## src/rtl/atu_pkg.sv

```systemverilog
`timescale 1ns/1ps
package atu_pkg;

  localparam int REG_AW  = 12;
  localparam int ADDR_W  = 64;
  localparam int WORD_W  = 32;
  localparam int KIND_W  = 3;

  localparam logic [REG_AW-1:0] OFS_SELECT = 12'h900;
  localparam logic [REG_AW-1:0] OFS_KIND   = 12'h904;
  localparam logic [REG_AW-1:0] OFS_ENABLE = 12'h908;
  localparam logic [REG_AW-1:0] OFS_BASE_L = 12'h90C;
  localparam logic [REG_AW-1:0] OFS_BASE_H = 12'h910;
  localparam logic [REG_AW-1:0] OFS_LIMIT  = 12'h914;
  localparam logic [REG_AW-1:0] OFS_TGT_L  = 12'h918;
  localparam logic [REG_AW-1:0] OFS_TGT_H  = 12'h91C;

  localparam logic [KIND_W-1:0] KIND_MEM  = 3'd0;
  localparam logic [KIND_W-1:0] KIND_IO   = 3'd2;
  localparam logic [KIND_W-1:0] KIND_CFG0 = 3'd4;
  localparam logic [KIND_W-1:0] KIND_CFG1 = 3'd5;

  typedef struct packed {
    logic              en;
    logic [KIND_W-1:0] kind;
    logic [WORD_W-1:0] base_l;
    logic [WORD_W-1:0] base_h;
    logic [WORD_W-1:0] limit;
    logic [WORD_W-1:0] tgt_l;
    logic [WORD_W-1:0] tgt_h;
  } window_cfg_t;

endpackage

```

## src/rtl/atu_regfile.sv

```systemverilog
`timescale 1ns/1ps
module atu_regfile
  import atu_pkg::*;
#(
  parameter int NUM_REGIONS = 2,
  parameter int SEL_W       = 4
) (
  input  logic                                clk,
  input  logic                                rst_n,
  input  logic                                wr_en,
  input  logic [REG_AW-1:0]                   addr,
  input  logic [WORD_W-1:0]                   wdata,
  output logic [WORD_W-1:0]                   rdata,
  output window_cfg_t [NUM_REGIONS-1:0]       cfg
);

  localparam int IDX_W = (NUM_REGIONS > 1) ? $clog2(NUM_REGIONS) : 1;
  localparam logic [SEL_W-1:0] NREG_V = SEL_W'(NUM_REGIONS);

  logic                            dir_q, dir_d;
  logic [SEL_W-1:0]                idx_q, idx_d;
  window_cfg_t [NUM_REGIONS-1:0]   cfg_q, cfg_d;
  logic                            sel_ok;
  logic [IDX_W-1:0]                sel;

  assign sel_ok = !dir_q && (idx_q < NREG_V);
  assign sel    = idx_q[IDX_W-1:0];
  assign cfg    = cfg_q;

  // next state
  always_comb begin
    dir_d = dir_q;
    idx_d = idx_q;
    cfg_d = cfg_q;
    if (wr_en) begin
      if (addr == OFS_SELECT) begin
        dir_d = wdata[WORD_W-1];
        idx_d = wdata[SEL_W-1:0];
      end else if (sel_ok) begin
        case (addr)
          OFS_KIND:   cfg_d[sel].kind   = wdata[KIND_W-1:0];
          OFS_ENABLE: cfg_d[sel].en     = wdata[WORD_W-1];
          OFS_BASE_L: cfg_d[sel].base_l = wdata;
          OFS_BASE_H: cfg_d[sel].base_h = wdata;
          OFS_LIMIT:  cfg_d[sel].limit  = wdata;
          OFS_TGT_L:  cfg_d[sel].tgt_l  = wdata;
          OFS_TGT_H:  cfg_d[sel].tgt_h  = wdata;
          default: ;
        endcase
      end
    end
  end

  // registers
  always_ff @(posedge clk or negedge rst_n) begin
    if (!rst_n) begin
      dir_q <= 1'b0;
      idx_q <= '0;
      cfg_q <= '0;
    end else if (wr_en) begin
      dir_q <= dir_d;
      idx_q <= idx_d;
      cfg_q <= cfg_d;
    end
  end

  // readback
  always_comb begin
    rdata = '0;
    if (addr == OFS_SELECT) begin
      rdata[WORD_W-1]  = dir_q;
      rdata[SEL_W-1:0] = idx_q;
    end else if (sel_ok) begin
      case (addr)
        OFS_KIND:   rdata[KIND_W-1:0] = cfg_q[sel].kind;
        OFS_ENABLE: rdata[WORD_W-1]   = cfg_q[sel].en;
        OFS_BASE_L: rdata = cfg_q[sel].base_l;
        OFS_BASE_H: rdata = cfg_q[sel].base_h;
        OFS_LIMIT:  rdata = cfg_q[sel].limit;
        OFS_TGT_L:  rdata = cfg_q[sel].tgt_l;
        OFS_TGT_H:  rdata = cfg_q[sel].tgt_h;
        default:    rdata = '0;
      endcase
    end
  end

  AST_DROPPED_WRITE_STABLE: assert property (@(posedge clk) disable iff (!rst_n)
    (wr_en && !sel_ok && addr != OFS_SELECT) |=> $stable(cfg_q));

  AST_SELECT_TAKES_DIR: assert property (@(posedge clk) disable iff (!rst_n)
    (wr_en && addr == OFS_SELECT) |=> (dir_q == $past(wdata[WORD_W-1])));

endmodule

```

## src/rtl/atu_window.sv

```systemverilog
`timescale 1ns/1ps
module atu_window
  import atu_pkg::*;
(
  input  window_cfg_t        cfg,
  input  logic [ADDR_W-1:0]  addr,
  output logic               hit,
  output logic [ADDR_W-1:0]  xaddr
);

  logic [ADDR_W-1:0] base64;
  logic [ADDR_W-1:0] tgt64;
  logic              in_low;

  assign base64 = {cfg.base_h, cfg.base_l};
  assign tgt64  = {cfg.tgt_h, cfg.tgt_l};
  assign in_low = (addr[WORD_W-1:0] >= cfg.base_l) && (addr[WORD_W-1:0] <= cfg.limit);
  assign hit    = cfg.en && (addr[ADDR_W-1:WORD_W] == cfg.base_h) && in_low;
  assign xaddr  = tgt64 + (addr - base64);

endmodule

```

## src/rtl/atu_pick.sv

```systemverilog
`timescale 1ns/1ps
module atu_pick
  import atu_pkg::*;
#(
  parameter int NUM_REGIONS = 2
) (
  input  logic                                  clk,
  input  logic                                  rst_n,
  input  logic                                  req_valid,
  input  logic [ADDR_W-1:0]                     req_addr,
  input  logic [NUM_REGIONS-1:0]                hit,
  input  logic [NUM_REGIONS-1:0][ADDR_W-1:0]    xaddr,
  input  logic [NUM_REGIONS-1:0][KIND_W-1:0]    kind,
  output logic                                  out_valid,
  output logic [ADDR_W-1:0]                     out_addr,
  output logic [KIND_W-1:0]                     out_kind,
  output logic [((NUM_REGIONS > 1) ? $clog2(NUM_REGIONS) : 1)-1:0] out_region,
  output logic                                  out_miss
);

  localparam int IDX_W = (NUM_REGIONS > 1) ? $clog2(NUM_REGIONS) : 1;

  logic [ADDR_W-1:0] addr_d;
  logic [KIND_W-1:0] kind_d;
  logic [IDX_W-1:0]  region_d;
  logic              miss_d;

  // lowest index wins: scan from the top down
  always_comb begin
    addr_d   = req_addr;
    kind_d   = '0;
    region_d = '0;
    miss_d   = 1'b1;
    for (int i = NUM_REGIONS - 1; i >= 0; i--) begin
      if (hit[i]) begin
        addr_d   = xaddr[i];
        kind_d   = kind[i];
        region_d = IDX_W'(i);
        miss_d   = 1'b0;
      end
    end
  end

  always_ff @(posedge clk or negedge rst_n) begin
    if (!rst_n) begin
      out_valid <= 1'b0;
    end else begin
      out_valid <= req_valid;
    end
  end

  always_ff @(posedge clk or negedge rst_n) begin
    if (!rst_n) begin
      out_addr   <= '0;
      out_kind   <= '0;
      out_region <= '0;
      out_miss   <= 1'b0;
    end else if (req_valid) begin
      out_addr   <= addr_d;
      out_kind   <= kind_d;
      out_region <= region_d;
      out_miss   <= miss_d;
    end
  end

  AST_LOW_INDEX_WINS: assert property (@(posedge clk) disable iff (!rst_n)
    (req_valid && hit[0]) |=> (out_region == '0 && !out_miss));

  AST_MISS_PASSES_ADDR: assert property (@(posedge clk) disable iff (!rst_n)
    (req_valid && hit == '0) |=> (out_miss && out_addr == $past(req_addr)));

  AST_RESULT_NEXT_CYCLE: assert property (@(posedge clk) disable iff (!rst_n)
    req_valid |=> out_valid);

  AST_NO_SPURIOUS_VALID: assert property (@(posedge clk) disable iff (!rst_n)
    !req_valid |=> !out_valid);

  AST_HOLD_WHEN_IDLE: assert property (@(posedge clk) disable iff (!rst_n)
    !req_valid |=> $stable(out_addr));

endmodule

```

## src/rtl/atu_outbound.sv

```systemverilog
`timescale 1ns/1ps
module atu_outbound
  import atu_pkg::*;
#(
  parameter int NUM_REGIONS = 2,
  parameter int SEL_W       = 4
) (
  input  logic                 clk,
  input  logic                 arst_n,
  input  logic                 reg_wr,
  input  logic [11:0]          reg_addr,
  input  logic [31:0]          reg_wdata,
  output logic [31:0]          reg_rdata,
  input  logic                 req_valid,
  input  logic [63:0]          req_addr,
  output logic                 rsp_valid,
  output logic [63:0]          rsp_addr,
  output logic [2:0]           rsp_type,
  output logic [((NUM_REGIONS > 1) ? $clog2(NUM_REGIONS) : 1)-1:0] rsp_region,
  output logic                 rsp_miss
);

  logic [1:0]                              rst_sync_q;
  logic                                    rst_n;
  window_cfg_t [NUM_REGIONS-1:0]           cfg;
  logic [NUM_REGIONS-1:0]                  hit;
  logic [NUM_REGIONS-1:0][ADDR_W-1:0]      xaddr;
  logic [NUM_REGIONS-1:0][KIND_W-1:0]      kind;

  // asynchronous assert, synchronous release
  always_ff @(posedge clk or negedge arst_n) begin
    if (!arst_n) begin
      rst_sync_q <= 2'b00;
    end else begin
      rst_sync_q <= {rst_sync_q[0], 1'b1};
    end
  end
  assign rst_n = rst_sync_q[1];

  atu_regfile #(
    .NUM_REGIONS (NUM_REGIONS),
    .SEL_W       (SEL_W)
  ) i_regs (
    .clk   (clk),
    .rst_n (rst_n),
    .wr_en (reg_wr),
    .addr  (reg_addr),
    .wdata (reg_wdata),
    .rdata (reg_rdata),
    .cfg   (cfg)
  );

  for (genvar g = 0; g < NUM_REGIONS; g++) begin : g_win
    atu_window i_win (
      .cfg   (cfg[g]),
      .addr  (req_addr),
      .hit   (hit[g]),
      .xaddr (xaddr[g])
    );
    assign kind[g] = cfg[g].kind;
  end

  atu_pick #(
    .NUM_REGIONS (NUM_REGIONS)
  ) i_pick (
    .clk        (clk),
    .rst_n      (rst_n),
    .req_valid  (req_valid),
    .req_addr   (req_addr),
    .hit        (hit),
    .xaddr      (xaddr),
    .kind       (kind),
    .out_valid  (rsp_valid),
    .out_addr   (rsp_addr),
    .out_kind   (rsp_type),
    .out_region (rsp_region),
    .out_miss   (rsp_miss)
  );

  AST_DISABLED_NEVER_HITS: assert property (@(posedge clk) disable iff (!rst_n)
    (req_valid && !cfg[0].en && !cfg[NUM_REGIONS-1].en) |=> rsp_miss);

endmodule

```

## config.mk

```make
export PLATFORM = sky130hd
export DESIGN_NAME = atu_outbound
export DESIGN_NICKNAME = d
export VERILOG_FILES = /design/src/rtl/atu_pkg.sv /design/src/rtl/atu_regfile.sv /design/src/rtl/atu_window.sv /design/src/rtl/atu_pick.sv /design/src/rtl/atu_outbound.sv
export SDC_FILE = /design/constraint.sdc
export NUM_CORES = 2
export LEC_CHECK = 0
export ABC_AREA = 1
export BUFFER_PORTS_ARGS = -buffer_cell sky130_fd_sc_hd__buf_2
export CORE_ASPECT_RATIO = 0.75
export CORE_MARGIN = 5
export CORE_UTILIZATION = 34
export DETAILED_ROUTE_END_ITERATION = 16
export PLACE_DENSITY = 0.49
export SETUP_SLACK_MARGIN = 0.3
export SKIP_LAST_GASP = 1
export SLEW_MARGIN = 20
export SYNTH_ARGS = -nofsm -noshare
export SYNTH_HDL_FRONTEND = slang
export SYNTH_HIERARCHICAL = 1
export SYNTH_SLANG_ARGS = --single-unit
```

## constraint.sdc

```tcl
create_clock -name clk -period 13.44 [get_ports clk]
set_input_delay 2.016 -clock clk [delete_from_list [all_inputs] [get_ports clk]]
set_output_delay 2.016 -clock clk [all_outputs]
set_load 0.03 [all_outputs]
```

# --- Yosys cells after proc, flatten, opt, wreduce, memory -nomap -nowiden ---
# Index checks and enable logic that the tools add are counted.
word_totals:
  input_bits: 112
  n_memories: 0
  regBits: 405
  latch_bits: 0
  rom_bits: 0
  mem_bits_rw: 0
op_classes:
  mul: 0
  n_eq_ne: 10
  n_reduce_logical: 12
  magnitude_cmp: 7
  n_div: 0
  n_shift: 0
  n_mux: 39
  bitwise: 1
  n_addsub: 4
ops:
  columns: ["op", "count"]
  rows:
  - ["328-bit bitwise mux", 7]
  - ["328-bit one-hot mux with 7 select lines", 1]
  - ["164-bit demux with 1-bit select", 7]
  - ["164-bit 2-to-1 mux", 3]
  - ["64-bit 2-to-1 mux", 3]
  - ["163-bit 2-to-1 mux", 1]
  - ["160-bit 2-to-1 mux", 1]
  - ["28-bit one-hot mux with 5 select lines", 1]
  - ["64-bit adder", 2]
  - ["128-bit 2-to-1 mux", 1]
  - ["64-bit subtractor", 2]
  - ["12-bit equality test (second input constant)", 8]
  - ["96-bit 2-to-1 mux", 1]
  - ["32-bit equality test", 2]
  - ["32-bit >= comparator", 2]
  - ["32-bit less-or-equal comparator", 2]
  - ["32-bit 2-to-1 mux", 2]
  - ["27-bit 2-to-1 mux", 1]
  - ["3-bit one-hot mux with 6 select lines", 1]
  - ["1-bit logical AND", 8]
  - ["7-bit nonzero test", 1]
  - ["3-bit 2-to-1 mux", 2]
  - ["1-bit one-hot mux with 6 select lines", 1]
  - ["1-bit 2-to-1 mux", 5]
  - ["8 further kinds", 8]

# --- Depth between registers and ports, before layout ---
logic_depth:
  depth_word: 6
  ltp_mapped: 21
  mapped_depth_nobuf: 21

# --- Cells and area by module ---
# The synthesis kept the hierarchy.
by_module_without_submodules:
  columns: ["module", "n_inst", "cells_each", "area_per_inst_um2"]
  rows:
  - ["atu_regfile", 1, 2981, 20255.7]
  - ["atu_window at g_win[0].i_win", 1, 1949, 10306.1]
  - ["atu_window at g_win[1].i_win", 1, 1964, 10258.6]
  - ["atu_pick", 1, 558, 4125.2]
  - ["atu_outbound", 1, 3, 53.8]

# --- Least setup slack after synthesis ---
# OpenSTA, ideal clock, no wires.
synth_timing:
  path_type: "input to output"
  start: "in reg_addr[7]"
  end: "out reg_rdata[14]"
  required_time_ns: 11.424
  setup_slack_ns: 7.758
  arrival_time_ns: 3.666
  path_stages: 9
  path_buffers: 2
  cell_sequence: "nor2_2 -> nand3_1 -> nor2_2 -> nand3_1 -> inv_1 -> buf_4 -> clkbuf_1 -> o211ai_1 -> a21oi_1"
synth_between:
  elab_chain_cells: 4
  word_cells_on_any_way: 9
  cone_classes: "eq/ne (6); mux (3)"
synth_rtl:
  columns: ["item", "line", "rtl"]
  rows:
  - ["from (decl)", "atu_outbound.sv:11", "input logic [11:0] reg_addr,"]
  - ["12-bit equality test", "atu_regfile.sv:74", "case (addr)"]
  - ["28-bit one-hot mux with 5 select lines", "atu_regfile.sv:74", null]
  - ["32-bit 2-to-1 mux", "atu_regfile.sv:73", "end else if (sel_ok) begin"]
  - ["27-bit 2-to-1 mux *", "atu_regfile.sv:70", "if (addr == OFS_SELECT) begin"]
  - ["to (decl)", "atu_outbound.sv:13", "output logic [31:0] reg_rdata,"]
# Mark *: on every way between the ends. The rest lies on a longest branch, timed or not.

# --- Final worst setup path ---
layout_timing:
  start: "in reg_addr[7]"
  end: "out reg_rdata[24]"
# The elaborated chain is that of the path after synthesis.

==> flow_metrics.py <==
metrics = {
    "layout": {
        "fin_nets": 7992,
        "final_cell_mix": "nand2_1 (2448), inv_1 (1509), nor2_1 (679)",
        "post-route-util_pct": 37.5,
        "drive_gt1_share_pct": 7.79,
        "area_growth_pct": 9.34,
        "final_common_cell": "nand2_1",
    },
    "sta": {
        "hold_ws_ps": 347,
        "fmax_mhz": 123,
        "worst_slew_pin_slew_ps": 1190,
        "grt_setup_unrepaired": "false",
        "slew_headroom_pct": 20.4,
        "slew_violations": 0,
        "setup_tns_ps": 0,
        "clock-skew-final_ps": 40.7,
        "hold_violations": 0,
        "period_share_pct": 60.6,
        "finalSetupViolations": 0,
        "min_period_ps": 8150,
    },
    "critical_path": {
        "r2r_setup_slack_ps": 8200,
        "cp.required_ps": 11420,
        "path_class": "primary input to output port",
        "startpoint_type": "primary input",
        "worstReg2RegEnd": "i_pick/out_addr[1]",
        "r2r_cells": 16,
        "crit_arrival_ps": 6130,
        "crit_fanout": 64,
        "worstSetupEndpointType": "output port",
    },
    "yosys": {
        "synth_warnings": 6,
        "syn_avg_cell_area_um2": 6.04,
        "synth_edf_count": 0,
        "synth.distinct_cells": 46,
        "synth.largest_area_cell": "dfrtp_1",
        "async_reset_ff_share_pct": 100,
        "synthTopCellsByArea": "dfrtp_1 (23%), nand2_1 (20%), inv_1 (13%), ha_1 (7.1%), nor2_1 (5.7%)",
        "ys_seq_elements": 405,
        "ys_seq_area_share_pct": 22.5,
        "synth_top_area_share_pct": 22.5,
        "synth_ff_type": "dfrtp_1",
        "synth_area_mm2": 0.0450,
        "syn_inst": 7455,
        "synthesis.nets": 7947,
    },
    "global_route": {
        "overflow": 0,
        "met3_usage_pct": 9.46,
        "gr-max-usage-layer": "met1",
        "grt_util_met1_pct": 53.4,
        "use_met2_pct": 49.3,
        "grt_max_degree": 175,
        "grt_usage_pct": 36.3,
        "antenna_found_initial": 12,
        "grt_pass1_wl_um": 363000,
        "grt_pass1_vias": 45200,
    },
    "placed_design": {
        "io_buffers": 213,
        "dp_hpwl_um": 207000,
        "gp_congestion": 1.03,
    },
    "pwr": {
        "cellLeakagePower_nw": 27.1,
        "vdd.ir_drop.worst_v": 0.0000954,
        "power_density_mw_per_mm2": 79.4,
        "power_mw": 3.91,
    },
    "clocking": {
        "cts_buffers": 52,
        "clkLatencyLatePin_ps": 690,
        "clkSlewWorstSetupHoldPaths_ps": 60,
        "post-cts-setup-buffers": 0,
        "cts_num_sinks": 405,
        "cts_resized": 0,
        "cts_hold_buf": 0,
        "cts_tree": "yes",
        "htreeDepth": 2,
        "cts-root-buf": "clkbuf_16",
        "cts_max_path_buffers": 3,
    },
    "routing": {
        "ant_nets": 0,
        "wl_per_cell_um": 28.2,
        "via_count": 50300,
        "vias_per_cell": 5.41,
        "drt_pre_antenna_iters": 8,
        "wirelength_um": 263000,
        "drc": 0,
        "first_iter_violations": 7439,
    },
    "die": {
        "core_mm2": 0.131,
        "io-pin-count": 214,
        "die-height_um": 325,
        "rows": 115,
        "initial_core_util_pct": 34.3,
        "fp.dieW_um": 430,
        "die_area_mm2": 0.140,
    },
    "flow_run": {
        "drv_cap": 0,
    },
    "min_path": {
        "hold_path_class": "flop to flop",
        "worstHoldStart": "rst_sync_q[0]",
        "hold_depth": 0,
        "hold_end": "rst_sync_q[1]",
    },
    "run_status": {
        "status": "complete, no violations",
    },
}
-- layer usage --
metal,up-vias,part of all wire [%]
met5,-,0.021
met1,23900,44
met4,10,5.4
met2,2946,38
met3,460,12
li1,22900,-
-- worst max path at each step --
stage / slack (ps) / cells past startpoint / from / to
after floorplan: 1320 / 0 / rst_sync_q[1] / i_pick/out_addr[0]
after global placement: 5510 / 13 / reg_addr[7] / reg_rdata[28]
after detailed placement: 5470 / 14 / reg_addr[7] / reg_rdata[26]
after CTS: 5460 / 14 / reg_addr[7] / reg_rdata[26]
after global routing: 5190 / 13 / reg_addr[7] / reg_rdata[28]
final: 5290 / 13 / reg_addr[7] / reg_rdata[24]
-- cell usage after synthesis (25+ instances only) --
cell type and n:
buf_1 34, nor2_2 54, o21bai_1 60, o211ai_1 29, buf_2 96, fa_1 126
clkbuf_1 98, a21oi_1 333, nand4_1 281, dfrtp_1 405, nand2_1 2450, ha_1 254
or2_2 43, xor2_1 71, o21ai_0 181, nand3_1 412, nor3_1 34, nor2_1 682
nand2_2 64, o21ai_1 50, inv_1 1513, nand3_2 25
-- layout make-up --
class | instances | area [um^2]
multi-input cells | 5248 | 27800
well taps | 1755 | 2200
clock inverters | 15 | 285
clock buffers | 78 | 1540
inverters | 1529 | 5750
flip-flops and latches | 405 | 10100
diodes | 4 | 10.0
repair buffers | 264 | 1490
fillers | 14700 | 82200
-- stage by stage --
stage	std cells	worst slack, ps	cell area [um^2]
3_5_place_dp	9200	5470	47300
4_1_cts	9293	5460	49200
3_3_place_gp	9200	5510	47300
2_1_floorplan	7455	1320	45000
6_report	9298	5290	49200
5_1_grt	9294	5190	49200
-- kinds of logic (layout without fill, tap and decap cells) --
group,Yosys count,after routing,synth area share (%)
AOI/OAI and AO/OA,671,671,8.06
adders and majority gates,380,380,12.7
and+or+nand+nor,4106,4106,39.1
other,1,5,0.00833
xor gates and xnor gates,86,86,1.67
DFF,405,405,22.5
buffers and inverters,1802,1886,15.9
muxes,4,4,0.100
-- critical path, cell delays in order --
cell,delay [ps]
buf_2,100
nor2_2,140
nand2_2,130
nor2_4,90
buf_4,590
buf_4,720
nand2_2,800
o21ai_0,430
nor2_1,70
nand2_1,80
nand2_1,60
a21oi_1,480
buf_2,310
-- power by group --
part / internal, mW / leakage (nW) / switching, mW
sequential: 1.24 / 5.49 / 0.0188
combinational: 0.277 / 20.7 / 0.798
clock: 0.906 / 0.888 / 0.669
No activity file was read; power rests on OpenSTA's default activity.
